`config.mk`:
```
export PLATFORM = sky130hd
export DESIGN_NAME = cirq_resolver
export DESIGN_NICKNAME = d
export VERILOG_FILES = /design/src/rtl/cirq_pkg.sv /design/src/rtl/cirq_prio_pick.sv /design/src/rtl/cirq_ctrl_bank.sv /design/src/rtl/cirq_vec_form.sv /design/src/rtl/cirq_resolver.sv
export SDC_FILE = /design/constraint.sdc
export NUM_CORES = 1
export LEC_CHECK = 0
export BUFFER_PORTS_ARGS = -buffer_cell sky130_fd_sc_hd__buf_2
export CORE_ASPECT_RATIO = 0.7
export CORE_MARGIN = 2
export CORE_UTILIZATION = 49
export CTS_BUF_LIST = sky130_fd_sc_hd__clkbuf_4 sky130_fd_sc_hd__clkbuf_8
export DETAILED_ROUTE_END_ITERATION = 16
export PLACE_DENSITY = 0.87
export SLEW_MARGIN = 20
export SYNTH_ARGS = -nofsm -noshare
export SYNTH_HDL_FRONTEND = slang
export SYNTH_SLANG_ARGS = --single-unit
```
`constraint.sdc`:
```
create_clock -name clk -period 3.8 [get_ports clk]
set_clock_uncertainty 0.05 [all_clocks]
set_input_delay 0.76 -clock clk [delete_from_list [all_inputs] [get_ports clk]]
set_output_delay 0.76 -clock clk [all_outputs]
set_load 0.005 [all_outputs]
```
`src/rtl/cirq_pkg.sv`:
```
package cirq_pkg;
  localparam int unsigned DEF_LINES   = 8;
  localparam int unsigned DEF_VEC_W   = 8;
  localparam int unsigned DEF_CASCADE = 2;

  // Which controller supplies the vector of a grant
  typedef enum logic [1:0] {
    SRC_NONE = 2'd0,
    SRC_MST  = 2'd1,
    SRC_SLV  = 2'd2
  } grant_src_e;
endpackage

```
`src/rtl/cirq_prio_pick.sv`:
```
module cirq_prio_pick #(
  parameter int unsigned N = cirq_pkg::DEF_LINES,
  localparam int unsigned IW = $clog2(N)
) (
  input  logic [N-1:0]  req,
  input  logic [N-1:0]  mask,
  input  logic [N-1:0]  isr,
  output logic          hit,
  output logic [IW-1:0] idx,
  output logic          any_open
);
  logic [N-1:0] elig;

  // An in-service bit at or below an index blocks that index
  always_comb begin
    logic acc;
    acc = 1'b0;
    for (int i = 0; i < N; i++) begin
      acc     = acc | isr[i];
      elig[i] = req[i] & ~mask[i] & ~acc;
    end
  end

  // Lowest eligible index wins
  always_comb begin
    hit = 1'b0;
    idx = '0;
    for (int i = N - 1; i >= 0; i--) begin
      if (elig[i]) begin
        hit = 1'b1;
        idx = IW'(i);
      end
    end
  end

  assign any_open = |(req & ~mask);
endmodule

```
`src/rtl/cirq_ctrl_bank.sv`:
```
module cirq_ctrl_bank #(
  parameter int unsigned N = cirq_pkg::DEF_LINES,
  localparam int unsigned IW = $clog2(N)
) (
  input  logic          clk,
  input  logic          rst,
  input  logic [N-1:0]  line,
  input  logic          isr_set,
  input  logic          irr_clr,
  input  logic [IW-1:0] sel_idx,
  input  logic [N-1:0]  eoi_clr,
  output logic [N-1:0]  irr_q,
  output logic [N-1:0]  isr_q
);
  logic [N-1:0] prev_q;
  logic [N-1:0] sel_1h;
  logic [N-1:0] rise;

  assign sel_1h = N'(1) << sel_idx;
  assign rise   = line & ~prev_q;

  always_ff @(posedge clk) begin
    if (rst) begin
      prev_q <= '0;
      irr_q  <= '0;
      isr_q  <= '0;
    end else begin
      prev_q <= line;
      irr_q  <= (irr_q | rise) & line & ~(irr_clr ? sel_1h : '0);
      isr_q  <= (isr_q & ~eoi_clr) | (isr_set ? sel_1h : '0);
    end
  end
endmodule

```
`src/rtl/cirq_vec_form.sv`:
```
module cirq_vec_form #(
  parameter int unsigned N  = cirq_pkg::DEF_LINES,
  parameter int unsigned VW = cirq_pkg::DEF_VEC_W,
  localparam int unsigned IW = $clog2(N)
) (
  input  logic                   clk,
  input  logic                   rst,
  input  logic                   ack,
  input  cirq_pkg::grant_src_e   src,
  input  logic [IW-1:0]          m_idx,
  input  logic [IW-1:0]          s_idx,
  input  logic [VW-1:0]          mst_base,
  input  logic [VW-1:0]          slv_base,
  output logic                   vec_valid,
  output logic [VW-1:0]          vec
);
  import cirq_pkg::*;
  localparam logic [VW-1:0] SPUR_OFS = VW'(N - 1);

  logic [VW-1:0] vec_n;

  always_comb begin
    unique case (src)
      SRC_MST: vec_n = mst_base + VW'(m_idx);
      SRC_SLV: vec_n = slv_base + VW'(s_idx);
      default: vec_n = mst_base + SPUR_OFS;
    endcase
  end

  always_ff @(posedge clk) begin
    if (rst) begin
      vec_valid <= 1'b0;
      vec       <= '0;
    end else begin
      vec_valid <= ack;
      if (ack) vec <= vec_n;
    end
  end
endmodule

```
`src/rtl/cirq_resolver.sv`:
```
module cirq_resolver #(
  parameter int unsigned N       = cirq_pkg::DEF_LINES,
  parameter int unsigned VW      = cirq_pkg::DEF_VEC_W,
  parameter int unsigned CASCADE = cirq_pkg::DEF_CASCADE
) (
  input  logic            clk,
  input  logic            rst,
  input  logic [2*N-1:0]  irq_in,
  input  logic [N-1:0]    mst_mask,
  input  logic [N-1:0]    slv_mask,
  input  logic [VW-1:0]   mst_base,
  input  logic [VW-1:0]   slv_base,
  input  logic [N-1:0]    mst_eoi,
  input  logic [N-1:0]    slv_eoi,
  input  logic            ack,
  output logic            pending,
  output logic            vec_valid,
  output logic [VW-1:0]   vec
);
  import cirq_pkg::*;
  localparam int unsigned IW = $clog2(N);

  logic [N-1:0]  m_irr_q, m_isr_q, s_irr_q, s_isr_q;
  logic [N-1:0]  m_req;
  logic          m_hit, s_hit, m_open, s_open;
  logic [IW-1:0] m_idx, s_idx;
  logic          slv_path;
  grant_src_e    src;

  // Secondary resolver: its own mask and in-service blocking
  cirq_prio_pick #(.N(N)) u_slv_pick (
    .req(s_irr_q), .mask(slv_mask), .isr(s_isr_q),
    .hit(s_hit), .idx(s_idx), .any_open(s_open)
  );

  // Cascade input carries the secondary's eligible request
  for (genvar g = 0; g < N; g++) begin : g_mreq
    if (g == CASCADE) begin : g_casc
      assign m_req[g] = m_irr_q[g] | s_hit;
    end else begin : g_plain
      assign m_req[g] = m_irr_q[g];
    end
  end

  cirq_prio_pick #(.N(N)) u_mst_pick (
    .req(m_req), .mask(mst_mask), .isr(m_isr_q),
    .hit(m_hit), .idx(m_idx), .any_open(m_open)
  );

  assign slv_path = m_hit && (m_idx == IW'(CASCADE)) && s_hit;

  always_comb begin
    if (!m_hit)        src = SRC_NONE;
    else if (slv_path) src = SRC_SLV;
    else               src = SRC_MST;
  end

  cirq_ctrl_bank #(.N(N)) u_mst_bank (
    .clk(clk), .rst(rst), .line(irq_in[N-1:0]),
    .isr_set(ack && m_hit), .irr_clr(ack && m_hit && !slv_path),
    .sel_idx(m_idx), .eoi_clr(mst_eoi),
    .irr_q(m_irr_q), .isr_q(m_isr_q)
  );

  cirq_ctrl_bank #(.N(N)) u_slv_bank (
    .clk(clk), .rst(rst), .line(irq_in[2*N-1:N]),
    .isr_set(ack && slv_path), .irr_clr(ack && slv_path),
    .sel_idx(s_idx), .eoi_clr(slv_eoi),
    .irr_q(s_irr_q), .isr_q(s_isr_q)
  );

  cirq_vec_form #(.N(N), .VW(VW)) u_vec (
    .clk(clk), .rst(rst), .ack(ack), .src(src),
    .m_idx(m_idx), .s_idx(s_idx),
    .mst_base(mst_base), .slv_base(slv_base),
    .vec_valid(vec_valid), .vec(vec)
  );

  assign pending = m_open | s_open;
endmodule

```
==> summary.md, run 1 <==
| Metric | Value |
|---|---|
| Setup CP Type | flop to flop |
| Critical Path Sink Type | flop |
| Initial DRC count | 261 |
| Core area | 5700 um2 |
| Fin util | 0.629 |
| # DRC | 0 |
| Vias per cell | 5.37 |
| CTS Buffer Depth | 2 |
| Crit path required time | 3.98 ns |
| CTS Root Cell | clkbuf_8 |
| Drt pass-1 iters | 4 |
| Placer Congestion | 0.939 |
| Distinct cells, synth | 56 |
| Async S/R FF share, synth | 0 |
| Syn_area_per_cell | 8.58 um2 |
| Synth top area cells | dfxtp_1, nand2b_1, nor2b_1, nor2_1, a21oi_1 |
| Max-slew violations | 0 |
| Via count | 2696 |
| Final Critical Period | 3.46 ns |
| Largest net degree at the start of global routing | 41 |
| Yosys top cell by area | dfxtp_1 |
| PwrDens | 431 nW/um2 |
| PortBufs | 76 |
| Seq cells post-synth | 57 |
| Ant. Diodes | 0 |
| Clk_lat worst skew | 0.34 ns |
| Setup tns final | 0 ns |
| Final Hold Fails | 0 |
| Final Setup Violations | 0 |
| Final worst-path cycle share | 0.912 |
| Worst EP arrival | 3.65 ns |
| Post-CTS Setup Bufs | 0 |
| Final WL | 7130 um |
| Fillers | 511 |
| CP max FO | 6 |
| Grt ovf | 0 |
| Antenna Nets Post-Route | 0 |
| Hold crit path type | flop to flop |
| Ys flop type | dfxtp_1 |
| CP Launch Type | flop |
| Overall Global Routing Usage | 0.237 |
| Area growth syn-to-layout | 24.6% |
| # rows | 23 |
| Nets | 498 |
| Fraction of layout cells with a size suffix above 1 | 0.260 |
| Final Cell Area | 3580 um2 |
| Peak VDD IR | 0.213 mV |
| Synthesized net count | 410 |
| Die H | 68.1 um |
| Unrepaired setup endpoints after global routing | false |
| CTS tree | done |
| Initial antenna violation count | 0 |
| Sequential area share after synthesis | 0.397 |
| Mapped Cells | 335 |
| Hold Path Cell Cnt | 2 |
| Slew headroom | 0.492 |
| CTS Buf Count | 9 |
| Post-Syn Area | 2870 um2 |
| Number of synthesized flops with an enable pin | 0 |
| Most common cell after layout, fill and taps aside | buf_2 |
| Commonest cells after routing, fill and taps aside | buf_2, dfxtp_1, nand2b_1, nor2_1 |
| F_max | 289 MHz |
| H-tree levels | 3 |
| Die X | 95.5 um |
| Clock transition at path regs | 0.07 ns |
| DIE AREA | 6500 um2 |
| I/O pins | 77 |
| P_leak | 0.00161 uW |
| Vias in the first global route | 2550 |
| Worst-margin pin slew | 0.761 ns |
| Worst reg-to-reg path cell count | 14 |
| Post-DP Area | 3380 um2 |
| CTS Sinks | 57 |
| Synth top area share | 0.397 |
| WL per Instance | 14.2 um |
| DP HPWL | 5320 um |
| Ys Warns | 0 |
| Max_cap viols | 0 |
| First-pass GRT wire length | 11600 um |
| Status | completed |
| Initial core utilization | 0.504 |
==> layout make-up <==
cell class,instances,area (um2),share of cell area
multi-input cells,256,1650,0.460
flip-flops and latches,57,1140,0.319
repair buffers,85,448,0.125
clock buffers,12,159,0.0444
well taps,75,93.8,0.0262
inverters,14,52.6,0.0147
clock inverters,3,40.0,0.0112
==> flip-flops by register name, summed over array words and instances, names as in the netlist <==
name / count
u_mst_bank.irr_q: 8
u_mst_bank.isr_q: 8
u_mst_bank.prev_q: 8
u_slv_bank.irr_q: 8
u_slv_bank.isr_q: 8
u_slv_bank.prev_q: 8
u_vec.vec: 8
u_vec.vec_valid: 1
==> what timing repair did <==
| item | 4_1_cts | 5_1_grt |
|---|---|---|
| setup endpoints to repair | 0 | 5 |
| hold buffers | 0 | 0 |
| resized for setup | 0 | 1 |
==> synth_stat cells, types with 6 or more instances <==
cell type and n:
a31oi_1 6, nand2_1 23, mux2i_1 7, inv_1 14, o21ai_0 12, nor2_1 27
ha_1 6, nor3_1 6, a21oi_1 20, nor2b_1 23, nand2b_1 32, dfxtp_1 57
nand3_1 8, and3_1 10, xnor2_1 9
==> final timing paths <==
| path | startpoint | endpoint | slack (ns) |
|---|---|---|---|
| setup / recovery | u_slv_bank.isr_q[0] | u_vec.vec[4] | 0.34 |
| hold / removal | u_slv_bank.isr_q[3] | u_slv_bank.isr_q[3] | 0.41 |
| setup reg to reg | u_slv_bank.isr_q[0] | u_vec.vec[4] | 0.34 |
| hold reg to reg | u_slv_bank.isr_q[3] | u_slv_bank.isr_q[3] | 0.41 |
==> metal layers <==
layer / vias up / wire (um) / track usage
li1: 1362 / - / -
met3: 9 / 576 / 0.0705
met4: 0 / 90 / 0.0911
met1: 1226 / 3480 / 0.321
met5: - / 0 / 0
met2: 99 / 2980 / 0.356
==> cell families after synthesis <==
group | after synthesis | synth area share
and+or+nand+nor | 156 | 0.299
buffers and inverters | 22 | 0.0318
AOI/OAI and AO/OA | 73 | 0.172
DFF | 57 | 0.397
adders and majority gates | 8 | 0.0401
muxes | 7 | 0.0244
xor gates and xnor gates | 12 | 0.0366
==> through the flow <==
stage,power (uW),hold WS [ns],setup slack [ns],cells
after floorplan,867,0.376,0.202,335
after global placement,967,0.395,0.199,487
after detailed placement,975,0.394,0.105,487
after CTS,1550,0.409,0.289,502
after global routing,1620,0.433,0.0563,502
final,1540,0.410,0.336,502
==> where the power goes <==
part	switching, uW	internal [uW]
logic	170	151
clock network	235	340
registers	17.0	632
==> worst max-delay path, cell delays in order, from the launching register on <==
cell and delay, ns:
dfxtp_1 0.36, or4_4 0.59, o2bb2ai_1 0.24, nor2_1 0.10
a31oi_2 0.32, nor2_1 0.11, mux2i_1 0.19, o21bai_1 0.08
ha_1 0.23, fa_1 0.40, a21oi_1 0.20, nor2b_1 0.08
xnor2_1 0.13, mux2i_1 0.09, a22o_1 0.17
No activity file was read; power rests on OpenSTA's default activity.
==> inputs of run 2 (changes only) <==
--- a/config.mk
+++ b/config.mk
@@ -5,13 +5,14 @@
 export SDC_FILE = /design/constraint.sdc
 export NUM_CORES = 1
 export LEC_CHECK = 0
+export ABC_AREA = 0
 export BUFFER_PORTS_ARGS = -buffer_cell sky130_fd_sc_hd__buf_2
 export CORE_ASPECT_RATIO = 0.7
 export CORE_MARGIN = 2
-export CORE_UTILIZATION = 49
+export CORE_UTILIZATION = 50
 export CTS_BUF_LIST = sky130_fd_sc_hd__clkbuf_4 sky130_fd_sc_hd__clkbuf_8
 export DETAILED_ROUTE_END_ITERATION = 16
-export PLACE_DENSITY = 0.87
+export PLACE_DENSITY = 0.85
 export SLEW_MARGIN = 20
 export SYNTH_ARGS = -nofsm -noshare
 export SYNTH_HDL_FRONTEND = slang
==> constraint.sdc (replaced) <==
create_clock -name clk -period 3.7 [get_ports clk]
set_clock_uncertainty 0.05 [all_clocks]
set_input_delay 0.74 -clock clk [delete_from_list [all_inputs] [get_ports clk]]
set_output_delay 0.74 -clock clk [all_outputs]
set_load 0.005 [all_outputs]
==> summary.md, run 2 (synthesis results as in run 1) <==
| Metric | Value |
|---|---|
| Status | completed (unchanged) |
| Final Critical Period | 3.42 ns (was 3.46 ns) |
| Hold Startpoint | u_slv_bank.isr_q[3] (unchanged) |
| Hold crit path type | flop to flop (unchanged) |
| Setup ws final | 0.276 ns (was 0.336 ns) |
| Via count | 2702 (was 2696) |
| Core area | 5640 um2 (was 5700 um2) |
| Area growth syn-to-layout | 26.7% (was 24.6%) |
| CTS tree | done (unchanged) |
| Initial core utilization | 0.510 (was 0.504) |
| Crit path required time | 3.88 ns (was 3.98 ns) |
| First-pass GRT wire length | 11400 um (was 11600 um) |
| Grt ovf | 0 (unchanged) |
| Hold Buf Count CTS | 0 (unchanged) |
| Crit path from | u_slv_bank.isr_q[0] (unchanged) |
| Met2 usage | 0.362 (was 0.356) |
| Initial antenna violation count | 0 (unchanged) |
| Vias in the first global route | 2469 (was 2550) |
| DP HPWL | 5420 um (was 5320 um) |
| PortBufs | 76 (unchanged) |
| CP Launch Type | flop (unchanged) |
| Drt pass-1 iters | 4 (unchanged) |
| Fraction of layout cells with a size suffix above 1 | 0.265 (was 0.260) |
| Critical Path Sink Type | flop (unchanged) |
| Unrepaired setup endpoints after global routing | false (unchanged) |
| Clock transition at path regs | 0.07 ns (about the same) |
| DIE AREA | 6380 um2 (was 6500 um2) |
| CP max FO | 6 (unchanged) |
| Critical Path End | u_vec.vec[4] (unchanged) |
| Die H | 67.4 um (was 68.1 um) |
| P_leak | 0.00164 uW (was 0.00161 uW) |
| Peak VDD IR | 0.252 mV (was 0.213 mV) |
| Worst reg-to-reg path cell count | 14 (unchanged) |
| Most Crowded Layer GR | met2 (unchanged) |
| CTS Buffer Depth | 2 (unchanged) |
| Overall Global Routing Usage | 0.241 (was 0.237) |
| Max-slew violations | 0 (unchanged) |
| Clk_lat worst skew | 0.34 ns (about the same) |
| # rows | 23 (unchanged) |
| Slew headroom | 0.494 (was 0.492) |
| H-tree levels | 3 (unchanged) |
| Post-CTS Setup Bufs | 0 (unchanged) |
| Worst-margin pin slew | 0.759 ns (was 0.761 ns) |
| Most common cell after layout, fill and taps aside | buf_2 (unchanged) |
| Final Setup Violations | 0 (unchanged) |
| Initial DRC count | 194 (was 261) |
| Worst EP arrival | 3.61 ns (was 3.65 ns) |
| Met1 Use GR | 0.316 (was 0.321) |
| Placer Congestion | 0.929 (was 0.939) |
| Antenna Nets Post-Route | 0 (unchanged) |
| Final worst-path cycle share | 0.926 (was 0.912) |
| Die X | 94.6 um (was 95.5 um) |
| Final WL | 7270 um (was 7130 um) |
| I/O pins | 77 (unchanged) |
| WL per Instance | 14.4 um (was 14.2 um) |
| Ant. Diodes | 0 (unchanged) |
| Commonest cells after routing, fill and taps aside | buf_2, dfxtp_1, nand2b_1, nor2_1 (unchanged) |
| Nets | 500 (was 498) |
| Final Hold Fails | 0 (unchanged) |
| F_max | 292 MHz (was 289 MHz) |
| # DRC | 0 (unchanged) |
| FF-to-FF Start | u_slv_bank.isr_q[0] (unchanged) |
| Vias per cell | 5.35 (was 5.37) |
| Setup tns final | 0 ns (unchanged) |
| Fillers | 479 (was 511) |
| PwrDens | 470 nW/um2 (was 431 nW/um2) |
| Met3 GRT Util | 0.100 (was 0.0705) |
| CTS Sinks | 57 (unchanged) |
| RR Endpoint | u_vec.vec[4] (unchanged) |
| CTS Buf Count | 9 (unchanged) |
| R2r setup slk | 0.28 ns (was 0.34 ns) |
| Largest net degree at the start of global routing | 41 (unchanged) |
| CTS Root Cell | clkbuf_8 (unchanged) |
| Max_cap viols | 0 (unchanged) |
| DP Worst Slack | 0.0899 ns (was 0.105 ns) |
| Setup CP Type | flop to flop (unchanged) |
run 2: changes by cell type in the layout (fill, tap and decap cells not counted), sizes merged:
cell	before	now
buf	85	87
bufinv	1	3
clkbuf	12	11
run 2: through the flow:
step	hold WS, ns	utilization	cell area [um2]	total power, uW	cells
finish	0.414	0.646	3640	1710	505
global route	0.434	0.646	3640	1800	505
CTS	0.413	0.644	3630	1730	505
detailed placement	0.404	0.601	3390	1010	489
global placement	0.398	0.601	3390	998	489
floorplan	0.376	-	2870	891	335
run 2: routing by layer:
metal	part of all wire	wire length, um	up-vias
met5	0	0	-
met4	0.0084	61	0
met3	0.086	628	6
met2	0.43	3110	114
met1	0.48	3470	1216
li1	-	-	1366
run 2: what timing repair did:
action / in CTS / in global routing
gates resized for setup: 0 / 1
endpoints found under the hold margin: 0 / 0
setup endpoints to repair: 0 / 1
run 2: area by class of cell:
class,count,area (um2),share of cell area
clock buffer,11,139,0.0381
clock inverter,5,104,0.0285
inverter,14,52.6,0.0144
multi-input combinational,256,1650,0.453
sequential,57,1140,0.313
tap,75,93.8,0.0258
timing repair buffer,87,463,0.127
run 2: how the worst min path moves through the flow:
stage / endpoint / depth (start not counted)
after floorplan: u_slv_bank.isr_q[3] / 2
after CTS: u_slv_bank.isr_q[3] / 2
after detailed placement: u_slv_bank.isr_q[3] / 2
after global placement: u_slv_bank.isr_q[7] / 2
final: u_slv_bank.isr_q[3] / 2
after global routing: u_slv_bank.isr_q[3] / 2
run 2: critical path, cell delays in order (launching register included):
cell	delay (ns)
dfxtp_1	0.36
or4_4	0.58
o2bb2ai_1	0.26
nor2_1	0.12
a31oi_2	0.28
nor2_1	0.10
mux2i_1	0.17
o21bai_1	0.08
ha_1	0.24
fa_1	0.41
a21oi_1	0.18
nor2b_1	0.08
xnor2_1	0.14
mux2i_1	0.09
a22o_1	0.18
run 2: where the power goes:
part	leakage (uW)	internal [uW]	switching, uW
registers	0.000470	649	17.6
clock network	0.000124	462	246
logic	0.00104	158	178
